[config.mk]
export PLATFORM = sky130hd
export DESIGN_NAME = domain_guard
export DESIGN_NICKNAME = d
export VERILOG_FILES = /design/src/rtl/dg_pkg.sv /design/src/rtl/dg_domain_slot.sv /design/src/rtl/dg_verdict.sv /design/src/rtl/domain_guard.sv
export SDC_FILE = /design/constraint.sdc
export NUM_CORES = 1
export LEC_CHECK = 0
export BUFFER_PORTS_ARGS = -buffer_cell sky130_fd_sc_hd__buf_2
export CAP_MARGIN = 5
export CORE_MARGIN = 5
export CORE_UTILIZATION = 35
export DETAILED_ROUTE_END_ITERATION = 12
export GPL_TIMING_DRIVEN = 0
export RECOVER_POWER = 100
export SLEW_MARGIN = 20
export SYNTH_ARGS = -nofsm -noshare
export SYNTH_HDL_FRONTEND = slang
export SYNTH_SLANG_ARGS = --single-unit
[constraint.sdc]
create_clock -name clk -period 9.6 [get_ports clk]
set_input_delay 1.44 -clock clk [delete_from_list [all_inputs] [get_ports clk]]
set_output_delay 1.44 -clock clk [all_outputs]
set_load 0.02 [all_outputs]
[src/rtl/dg_pkg.sv]
package dg_pkg;
   typedef enum logic [1:0] {
      ACC_LOAD  = 2'd0,
      ACC_STORE = 2'd1,
      ACC_FETCH = 2'd2,
      ACC_RSVD  = 2'd3
   } acc_kind_e;

   typedef enum logic [1:0] {
      FLT_NONE    = 2'd0,
      FLT_OUTSIDE = 2'd1,
      FLT_DENIED  = 2'd2
   } fault_e;

   typedef enum logic [1:0] {
      FLD_LOW  = 2'd0,
      FLD_HIGH = 2'd1,
      FLD_ATTR = 2'd2,
      FLD_NONE = 2'd3
   } cfg_field_e;

   localparam int ATTR_W     = 5;
   localparam int ATTR_EN    = 0;
   localparam int ATTR_RD    = 1;
   localparam int ATTR_WR    = 2;
   localparam int ATTR_EX    = 3;
   localparam int ATTR_SUPER = 4;
endpackage

[src/rtl/dg_domain_slot.sv]
module dg_domain_slot
   import dg_pkg::*;
#(
   parameter int ADDR_W = 32,
   parameter int IDX_W  = 2,
   parameter int SLOT   = 0
) (
   input  logic              clk,
   input  logic              rst_n,
   input  logic              cfg_we,
   input  logic              cfg_priv,
   input  logic [IDX_W-1:0]  cfg_idx,
   input  logic [1:0]        cfg_field,
   input  logic [ADDR_W-1:0] cfg_wdata,
   input  logic [ADDR_W-1:0] acc_addr,
   input  logic [1:0]        acc_kind,
   input  logic              acc_priv,
   output logic              contains,
   output logic              permits
);
   logic [ADDR_W-1:0] lo_q, hi_q;
   logic [ATTR_W-1:0] attr_q;
   logic              sel;
   logic              kind_ok;

   assign sel = cfg_we && cfg_priv && (cfg_idx == IDX_W'(SLOT));

   always_ff @(posedge clk or negedge rst_n) begin
      if (!rst_n) begin
         lo_q   <= '0;
         hi_q   <= '0;
         attr_q <= '0;
      end else if (sel) begin
         case (cfg_field_e'(cfg_field))
            FLD_LOW:  lo_q   <= cfg_wdata;
            FLD_HIGH: hi_q   <= cfg_wdata;
            FLD_ATTR: attr_q <= cfg_wdata[ATTR_W-1:0];
            default:  ;
         endcase
      end
   end

   always_comb begin
      case (acc_kind_e'(acc_kind))
         ACC_LOAD:  kind_ok = attr_q[ATTR_RD];
         ACC_STORE: kind_ok = attr_q[ATTR_WR];
         ACC_FETCH: kind_ok = attr_q[ATTR_EX];
         default:   kind_ok = 1'b0;
      endcase
   end

   assign contains = attr_q[ATTR_EN] && (acc_addr >= lo_q) && (acc_addr <= hi_q);
   assign permits  = contains && kind_ok && (acc_priv || !attr_q[ATTR_SUPER]);

   assert_user_cfg_ignored_R8: assert property (@(posedge clk) disable iff (!rst_n)
      (cfg_we && !cfg_priv) |=> ($stable(lo_q) && $stable(hi_q) && $stable(attr_q)));

   assert_disabled_never_hits_R7: assert property (@(posedge clk) disable iff (!rst_n)
      !attr_q[ATTR_EN] |-> !contains);
endmodule

[src/rtl/dg_verdict.sv]
module dg_verdict
   import dg_pkg::*;
#(
   parameter int NUM_DOM = 4
) (
   input  logic               req_valid,
   input  logic [NUM_DOM-1:0] contains,
   input  logic [NUM_DOM-1:0] permits,
   output logic               grant,
   output logic [1:0]         fault
);
   always_comb begin
      grant = 1'b0;
      fault = FLT_NONE;
      if (req_valid) begin
         if (|permits)       grant = 1'b1;
         else if (|contains) fault = FLT_DENIED;
         else                fault = FLT_OUTSIDE;
      end
   end
endmodule

[src/rtl/domain_guard.sv]
module domain_guard
   import dg_pkg::*;
#(
   parameter int ADDR_W  = 32,
   parameter int NUM_DOM = 4,
   localparam int IDX_W  = (NUM_DOM > 1) ? $clog2(NUM_DOM) : 1
) (
   input  logic              clk,
   input  logic              rst_n,
   input  logic              priv_i,
   input  logic              req_valid_i,
   input  logic [ADDR_W-1:0] req_addr_i,
   input  logic [1:0]        req_kind_i,
   input  logic              cfg_we_i,
   input  logic [IDX_W-1:0]  cfg_idx_i,
   input  logic [1:0]        cfg_field_i,
   input  logic [ADDR_W-1:0] cfg_wdata_i,
   output logic              grant_o,
   output logic [1:0]        fault_o,
   output logic [ADDR_W-1:0] fault_addr_o
);
   if (ADDR_W < ATTR_W) begin : g_bad_width
      $error("domain_guard: ADDR_W must be at least ATTR_W");
   end
   if (NUM_DOM < 1) begin : g_bad_count
      $error("domain_guard: NUM_DOM must be at least 1");
   end

   logic [NUM_DOM-1:0] dom_contains, dom_permits;

   for (genvar d = 0; d < NUM_DOM; d++) begin : g_slot
      dg_domain_slot #(.ADDR_W(ADDR_W), .IDX_W(IDX_W), .SLOT(d)) slot_i (
         .clk       (clk),
         .rst_n     (rst_n),
         .cfg_we    (cfg_we_i),
         .cfg_priv  (priv_i),
         .cfg_idx   (cfg_idx_i),
         .cfg_field (cfg_field_i),
         .cfg_wdata (cfg_wdata_i),
         .acc_addr  (req_addr_i),
         .acc_kind  (req_kind_i),
         .acc_priv  (priv_i),
         .contains  (dom_contains[d]),
         .permits   (dom_permits[d])
      );
   end

   dg_verdict #(.NUM_DOM(NUM_DOM)) verdict_i (
      .req_valid (req_valid_i),
      .contains  (dom_contains),
      .permits   (dom_permits),
      .grant     (grant_o),
      .fault     (fault_o)
   );

   logic capture;
   assign capture = req_valid_i && (fault_o != FLT_NONE);

   always_ff @(posedge clk or negedge rst_n) begin
      if (!rst_n)       fault_addr_o <= '0;
      else if (capture) fault_addr_o <= req_addr_i;
   end

   assert_grant_backed_R6: assert property (@(posedge clk) disable iff (!rst_n)
      grant_o |-> (|dom_permits));
   assert_denied_in_bounds_R4: assert property (@(posedge clk) disable iff (!rst_n)
      (fault_o == FLT_DENIED) |-> (|dom_contains));
   assert_outside_no_hit_R3: assert property (@(posedge clk) disable iff (!rst_n)
      (fault_o == FLT_OUTSIDE) |-> !(|dom_contains));
   assert_idle_quiet_R10: assert property (@(posedge clk) disable iff (!rst_n)
      !req_valid_i |-> (!grant_o && fault_o == FLT_NONE));
   assert_capture_addr_R9: assert property (@(posedge clk) disable iff (!rst_n)
      capture |=> (fault_addr_o == $past(req_addr_i)));
   assert_hold_addr_R9: assert property (@(posedge clk) disable iff (!rst_n)
      !capture |=> $stable(fault_addr_o));
endmodule

* Word level (Yosys, flattened, before mapping)
Index checks and enable logic that the tools add are counted.
** Operators by class
- Add/subtract/negate cells :: 0
- Multipliers :: 0
- Div/mod/pow operators :: 0
- Order comparisons :: 8
- Equality and inequality tests :: 7
- Shifts and indexed selects :: 0
- Muxes and demuxes :: 9
- Bitwise operators :: 0
- Reductions and logical operators :: 48
** Operators with widths (number)
- $ge 32x32->1 :: 4
- $le 32x32->1 :: 4
- $reduce_and 2->1 :: 12
- $logic_and 1x1->1 :: 22
- $pmux 1 s3 :: 4
- $eq 2x2->1 const B :: 4
- $reduce_or 4->1 :: 2
- $eq 2x1->1 const B :: 3
- $logic_not 2->1 :: 3
- $mux 2 :: 3
- $logic_not 1->1 :: 4
- $logic_or 1x1->1 :: 4
- $mux 1 :: 2
- $reduce_bool 2->1 :: 1
** Storage, ports and cells
- Register bits :: 308
- Latch bits :: 0
- Memory bits (writable) :: 0
- Memory bits (read-only) :: 0
- Input port bits :: 75
- Output and inout port bits :: 35
- Logic and storage cells :: 85
- Memories kept :: 0

* Longest topological paths before layout
Gate-level depths: netlist of the first run.
- Depth in word-level cells :: 10
- Mapped depth :: 11
- Mapped depth without buffers :: 10

* Modules after synthesis
A second synthesis of the first run with hierarchy kept.
** Unflattened totals
- Cell total of the unflattened synthesis :: 1838
- Area total of the unflattened synthesis :: 17623.2 sq um
** By module, submodules not included
- dg_domain_slot at g_slot[1].slot_i ... :: instances 2, cells an instance 449, area each 4076.4 sq um, seq. area each 1726.7 sq um
- dg_domain_slot at g_slot[0].slot_i :: instances 1, cells an instance 417, area each 4139.0 sq um, seq. area each 1726.7 sq um
- dg_domain_slot at g_slot[3].slot_i :: instances 1, cells an instance 449, area each 4070.2 sq um, seq. area each 1726.7 sq um
- domain_guard :: instances 1, cells an instance 68, area each 1211.2 sq um, seq. area each 800.8 sq um
- dg_verdict :: instances 1, cells an instance 6, area each 50.0 sq um, seq. area each 0.0 sq um

* Least setup slack after synthesis of the first run
Ideal clock, no wire load.
- Path kind :: in2out
- Start :: input port req_addr_i[0]
- End :: output port fault_o[0]
- Arrival :: 4053 ps
- Required time :: 8160 ps
- Setup slack :: 4107 ps
- Stages :: 10
- Path buffers :: 0
- Cell sequence :: inv_1 > ha_1 > nand2b_4 > a2111oi_4 > o41ai_1 > o21bai_1 > a2111oi_4 > nor3_2 > or4b_4 > nor3_1
** On the way
- Longest elaborated chain between the ends :: 8
- Elaborated cells between the ends (all ways) :: 29
- Those cells by class :: order compare (8); mux (3); reduce/logical (18)
** RTL lines
- start, declared :: RTL line domain_guard.sv:12 : input logic [ADDR_W-1:0] req_addr_i,
- $ge 32x32->1 :: RTL line dg_domain_slot.sv:52 : assign contains = attr_q[ATTR_EN] && (acc_addr >= lo_q) && (acc_addr <= hi_q);
- $logic_and 1x1->1 (2 in a row) :: RTL line dg_domain_slot.sv:52
- $logic_and 1x1->1 (2 in a row) :: RTL line dg_domain_slot.sv:53 : assign permits = contains && kind_ok && (acc_priv || !attr_q[ATTR_SUPER]);
- $reduce_or 4->1 :: RTL line dg_verdict.sv:16 : if (|permits) grant = 1'b1;
- $mux 2 * :: RTL line dg_verdict.sv:16
- $mux 2 * :: RTL line dg_verdict.sv:15 : if (req_valid) begin
- end, declared :: RTL line domain_guard.sv:19 : output logic [1:0] fault_o,
Mark *: on every way between the ends. The rest lies on a longest branch, timed or not.

* Final worst setup path of the first run
- Start :: input port req_addr_i[17]
- End :: register fault_addr_o[22]
** On the way
- Longest elaborated chain between the ends :: 10
- Elaborated cells between the ends (all ways) :: 31
- Those cells by class :: order compare (8); mux (3); reduce/logical (20)
** RTL lines
- $ge 32x32->1 :: RTL line dg_domain_slot.sv:52
- $logic_and 1x1->1 (2 in a row) :: RTL line dg_domain_slot.sv:52
- $logic_and 1x1->1 (2 in a row) :: RTL line dg_domain_slot.sv:53
- $reduce_or 4->1 :: RTL line dg_verdict.sv:16
- $mux 2 * :: RTL line dg_verdict.sv:16
- $mux 2 * :: RTL line dg_verdict.sv:15
- $reduce_bool 2->1 * :: RTL line domain_guard.sv:57 : assign capture = req_valid_i && (fault_o != FLT_NONE);
- $logic_and 1x1->1 * :: RTL line domain_guard.sv:57
- end signal, assigned :: RTL line domain_guard.sv:61 : else if (capture) fault_addr_o <= req_addr_i;
- end, declared :: RTL line domain_guard.sv:20 : output logic [ADDR_W-1:0] fault_addr_o
Marks and branches as above.
A chain may end at the register's enable or synchronous reset.

==> impl_metrics.ini, run 1 <==
[clock_network]
clk_pin_slew_worst_paths_ns = 0.06
h-tree-depth = 2
clk_latency_ns = 0.57
cts_setup_buffers = 0
cts-root-buf = clkbuf_16
cts_buffers = 38
post_cts_resized = 0
cts_tree = done
clk_path_buf_depth = 3
clock_sinks = 308
cts_hold_buf = 0

[yosys]
syn-num-nets = 2207
synth_ff_type = dfrtp_1
syn_inst = 1876
async_flop_share = 1.00
yosysSeqAreaShare = 0.434
ys_warn_count = 0
synth_cell_type_count = 66
synth_area_per_cell_um2 = 9.47
synth_seq_cells = 308
synth-edff-count = 0
synth_area_mm2 = 0.0178

[pwr]
powerDensity_mw_per_mm2 = 215
total_leakage_power_nw = 9.52
finalPower_mw = 4.37
ir_drop_uv = 102

[place]
dp_slack_ns = 3.32
post-place-cells = 2632
port_buffers = 80
dpl.hpwl_um = 38200
gp_congestion = 0.861
dpl_cell_area_mm2 = 0.0191

[floorplanning]
initial_core_util = 0.354
core_area_mm2 = 0.0502
num_rows = 82
die_h_um = 235
die_area_mm2 = 0.0554
die-width_um = 235
io_pins = 110

[critical_path]
crit_path_max_incr_delay_ns = 1.98
end_kind = flop
worstSetupPathType = input port to flop
crit_top_cell = clkbuf_1
worstPathArrival_ns = 7.28
required_ns = 10.03
reg2reg_depth = 11
start_kind = input port
path_cells = clkbuf_1 -> ha_1 -> a21oi_1 -> o21ai_0 -> a221oi_1 -> o22ai_1 -> o211ai_1 -> nor2_1 -> nor4b_1 -> clkbuf_1 -> mux2_2
cp_max_fo = 10
slowest_stage = nor4b_1

[routing]
drc = 0
vias = 14000
drt.antenna.violating_nets = 0
firstDrtPassIters = 5
wl_per_cell_um = 19.6
via_per_inst = 5.20
dr.first_iter.drc_count = 1039
wirelength_um = 53000

[cells_and_area]
drive_gt1_frac = 0.102
finalNonFillerCells = 2700
seqCellArea_mm2 = 0.00771
fill_cells = 4901
final_common_cell = dfrtp_1
syn_to_final_growth_pct = 14.4
final_util = 0.405
design_area_mm2 = 0.0203
fin_nets = 2331
final_cell_mix = dfrtp_1, nand2_1, o21ai_0
multiInputGateArea_mm2 = 0.00874
antennaDiodeCount = 0

[timing]
worst_pin_slew_ns = 4.31
fin_crit_sh = 0.714
period_needed_ns = 6.85
final.setup.tns_ns = 0
maxSlewHeadroom = -1.87
finalHoldViolCount = 0
fmax_mhz = 146
hold_slack_ns = 0.488
setup_violations = 0
setup_slack_ns = 2.75
grt_setup_unrepaired = false
skew_ns = 0.0276
drv_slew = 155

[global_route]
groute.usage.overall = 0.189
grt_first_pass_wirelength_um = 82900
grt_pass1_vias = 14300
grt_overflow = 0
grt_start_max_net_pins = 88
antenna_found_initial = 0

[run_status]
status = finished with violations
violations = max-capacitance violations, max-slew violations

[min_path]
min_path_type = flop to flop
hold_depth = 1

[job]
maxCapViolations = 3
-- logic make-up after synthesis --
logic type / count (synthesis) / share of synthesized area
AO/OA/AOI/OAI: 434 / 0.139
flip-flops: 308 / 0.434
AND/OR/NAND/NOR: 447 / 0.117
adder cells (fa/ha/maj): 256 / 0.180
buffers and inverters: 342 / 0.0735
multiplexers: 89 / 0.0563
-- final timing paths --
kind	from	end	slack (ns)
worst max-delay path	req_addr_i[17]	fault_addr_o[22]$_DFFE_PN0P_	2.75
worst min-delay path	fault_addr_o[19]$_DFFE_PN0P_	fault_addr_o[19]$_DFFE_PN0P_	0.49
worst max register to register	g_slot[1].slot_i.lo_q[17]$_DFFE_PN0P_	fault_addr_o[22]$_DFFE_PN0P_	4.00
worst min register to register	fault_addr_o[19]$_DFFE_PN0P_	fault_addr_o[19]$_DFFE_PN0P_	0.49
max in group asynchronous	rst_n	g_slot[2].slot_i.lo_q[18]$_DFFE_PN0P_	3.20
min in group asynchronous	rst_n	g_slot[0].slot_i.lo_q[4]$_DFFE_PN0P_	2.39
-- per-layer routing --
layer / vias up / global-route usage / part of all wire
met1: 6933 / 0.256 / 0.45
met4: 0 / 0.0607 / 0.031
met5: - / 0 / 0
met2: 356 / 0.316 / 0.47
met3: 95 / 0.0250 / 0.049
li1: 6657 / - / -
-- where the power goes --
| part | internal (mW) | switching [mW] | total [mW] |
|---|---|---|---|
| clock network | 0.941 | 0.589 | 1.53 |
| registers | 1.59 | 0.0937 | 1.68 |
| logic | 0.458 | 0.700 | 1.16 |
| total | 2.99 | 1.38 | 4.37 |
-- critical path, delay by kind of cell --
kind,cells,cell delay [ns]
fa+ha+maj,1,0.38
mux,1,0.40
buf+inv,2,1.26
compound gates,5,1.66
simple gates,2,2.12
-- layout make-up --
cell class                      count  area share
Multi-Input combinational cell   1226       0.430
Tap cell                          672      0.0414
Clock buffer                       52      0.0543
Sequential cell                   308       0.379
Timing Repair Buffer               84      0.0205
Inverter                          258      0.0477
Clock inverter                     16      0.0111
Buffer                             84      0.0155
-- Yosys cell counts (3+ instances only) --
master	count	area share
a2111oi_4	3	0.0046
a211oi_1	8	0.0034
a21o_1	12	0.0051
a21oi_1	95	0.027
a221oi_1	6	0.0030
and4_1	10	0.0049
buf_1	3	0.00063
buf_6	3	0.0019
clkbuf_1	78	0.016
dfrtp_1	308	0.43
ha_1	256	0.18
inv_1	258	0.055
mux2_1	4	0.0025
mux2_2	80	0.051
mux2i_1	4	0.0023
nand2_1	279	0.059
nand2b_1	5	0.0018
nand3_1	25	0.0070
nand3b_1	6	0.0025
nand4_1	48	0.017
nor2_1	27	0.0057
nor2b_1	9	0.0032
nor3_1	11	0.0031
nor4_1	9	0.0032
o211ai_1	6	0.0025
o21a_1	6	0.0025
o21ai_0	265	0.075
o31ai_1	4	0.0017
-- flip-flops by register name (all words and copies together), names as in the netlist --
| signal | cells |
|---|---|
| g_slot.slot_i.attr_q | 20 |
| g_slot.slot_i.lo_q | 128 |
| fault_addr_o | 32 |
| g_slot.slot_i.hi_q | 128 |
(Power assumes the default switching activity.)
==> run 2: changes to the inputs <==
==> constraint.sdc (replaced) <==
create_clock -name clk -period 5.7 [get_ports clk]
set_input_delay 0.855 -clock clk [delete_from_list [all_inputs] [get_ports clk]]
set_output_delay 0.855 -clock clk [all_outputs]
set_load 0.02 [all_outputs]
==> run 2 against run 1 <==
The flow still finishes with violations (max-capacitance violations, max-slew violations). Largest cell class unchanged. Sequential share of layout area is 0.056 points lower. Flip-flop and latch count stayed put. Worst setup slack worse by 2.2 ns. Register-to-register slack worse by 3.1 ns. Cell count stayed put. Non-clock buffer count stayed put. Via count is 0.26% higher. Core utilization is 0.060 points higher. Sequential power is 68% higher. Combinational power is 68% higher. Clock skew is 0.0032 ns lower. Routed wire length hardly changed.
==> impl_metrics.ini, run 2 (same netlist as run 1, synthesis figures left out) <==
[cells_and_area]
multiInputGateArea_mm2 = 0.00875
drive_gt1_frac = 0.103
seqCellArea_mm2 = 0.00771
top_regs = g_slot.slot_i.hi_q x128, g_slot.slot_i.lo_q x128, fault_addr_o x32
finalNonFillerCells = 2700
fin_nets = 2331
final_common_cell = dfrtp_1
syn_to_final_growth_pct = 14.5
final_cell_mix = dfrtp_1, nand2_1, o21ai_0
fill_cells = 4899
antennaDiodeCount = 0

[place]
port_buffers = 80
dpl.hpwl_um = 38200
post-place-cells = 2632
gp_congestion = 0.861

[pwr]
ir_drop_uv = 172
finalPower_mw = 7.37
powerDensity_mw_per_mm2 = 362
total_leakage_power_nw = 9.54

[critical_path]
reg2reg_depth = 11
cp_max_fo = 9
startpoint = req_addr_i[17]
required_ns = 4.85
crit_path_max_incr_delay_ns = 0.66
slowest_stage = a221oi_1
reg2reg_slack_ns = 0.93
worstSetupPathType = input port to output pin
end_kind = output pin
start_kind = input port
r2r-end = fault_addr_o[22]$_DFFE_PN0P_
critPathCapture = fault_o[0]
worstPathArrival_ns = 4.28
path_cells = buf_2 -> ha_1 -> a21oi_1 -> o21ai_0 -> a221oi_1 -> o22ai_1 -> o211ai_1 -> nor2_1 -> or4b_4 -> nor3_1 -> clkbuf_1
timing.rr.start = g_slot[1].slot_i.lo_q[17]$_DFFE_PN0P_

[global_route]
groute.usage.overall = 0.189
grt_overflow = 0
grt_pass1_vias = 14300
top_usage_layer = met2
grt_start_max_net_pins = 88
grtUsageMet1 = 0.256
grt_first_pass_wirelength_um = 82900
grt_use_met2 = 0.316
antenna_found_initial = 0
use_met3 = 0.0250

[routing]
vias = 14100
drc = 0
wirelength_um = 53000
via_per_inst = 5.21
drt.antenna.violating_nets = 0
firstDrtPassIters = 7
dr.first_iter.drc_count = 1036
wl_per_cell_um = 19.6

[job]
maxCapViolations = 1

[timing]
skew_ns = 0.0245
drv_slew = 75
worst_pin_slew_ns = 4.31
setup_violations = 0
fin_crit_sh = 0.901
finalHoldViolCount = 0
maxSlewHeadroom = -1.87
fmax_mhz = 195
grt_setup_unrepaired = false
period_needed_ns = 5.13

[floorplanning]
num_rows = 82
die-width_um = 235
die_area_mm2 = 0.0554
die_h_um = 235
initial_core_util = 0.354
io_pins = 110
core_area_mm2 = 0.0502

[clock_network]
h-tree-depth = 2
cts_buffers = 38
clock_sinks = 308
post_cts_resized = 0
cts_setup_buffers = 0
clk_pin_slew_worst_paths_ns = 0.06
cts_tree = done
clk_latency_ns = 0.56
cts_hold_buf = 0
cts-root-buf = clkbuf_16
clk_path_buf_depth = 3

[min_path]
min_path_type = flop to flop

[run_status]
violations = max-capacitance violations, max-slew violations
status = finished with violations
[run 2: cell type report]
class,count,area share
Timing Repair Buffer,84,0.0216
Inverter,258,0.0476
Clock buffer,52,0.0542
Buffer,84,0.0155
Sequential cell,308,0.379
Multi-Input combinational cell,1226,0.430
Tap cell,672,0.0413
Clock inverter,16,0.0111
[run 2: worst max-delay path: cells and delay by family]
family	cells	cell delay [ns]
AO/OA/AOI/OAI	5	1.65
adder cells (fa/ha/maj)	1	0.31
buffers and inverters	2	0.56
AND/OR/NAND/NOR	3	0.89
[run 2: per-layer routing]
layer  part of all wire  up-vias
met5                  0        -
met4              0.031        0
met3              0.050       93
met2               0.47      370
met1               0.45     6955
li1                   -     6660
[run 2: worst min-delay path by stage]
| stage | start | end | slack (ns) | cells after the start |
|---|---|---|---|---|
| final | fault_addr_o[19]$_DFFE_PN0P_ | fault_addr_o[19]$_DFFE_PN0P_ | 0.49 | 1 |
| after global placement | fault_addr_o[19]$_DFFE_PN0P_ | fault_addr_o[19]$_DFFE_PN0P_ | 0.46 | 1 |
| after CTS | rst_n | g_slot[0].slot_i.lo_q[4]$_DFFE_PN0P_ | 0.27 | 1 |
| after global routing | g_slot[1].slot_i.attr_q[3]$_DFFE_PN0P_ | g_slot[1].slot_i.attr_q[3]$_DFFE_PN0P_ | 0.51 | 1 |
| after floorplan | g_slot[0].slot_i.lo_q[31]$_DFFE_PN0P_ | g_slot[0].slot_i.lo_q[31]$_DFFE_PN0P_ | 0.48 | 1 |
| after detailed placement | fault_addr_o[19]$_DFFE_PN0P_ | fault_addr_o[19]$_DFFE_PN0P_ | 0.47 | 1 |
[run 2: metrics by stage]
stage | hold WS [ns] | TNS (ns) | area, um2 | worst slack, ns | utilization
detailed placement | 0.474 | 0 | 19100 | 0.592 | 0.381
floorplan | 0.479 | 0 | 17800 | 1.38 | -
global route | 0.513 | 0 | 20300 | 0.377 | 0.406
global placement | 0.465 | -715.06 | 19000 | -2.37 | 0.379
finish | 0.488 | 0 | 20300 | 0.565 | 0.406
CTS | 0.266 | 0 | 20500 | 0.581 | 0.408
[run 2: power by group]
part | switching (mW) | internal [mW]
clock network | 0.995 | 1.58
registers | 0.157 | 2.68
logic | 1.18 | 0.774
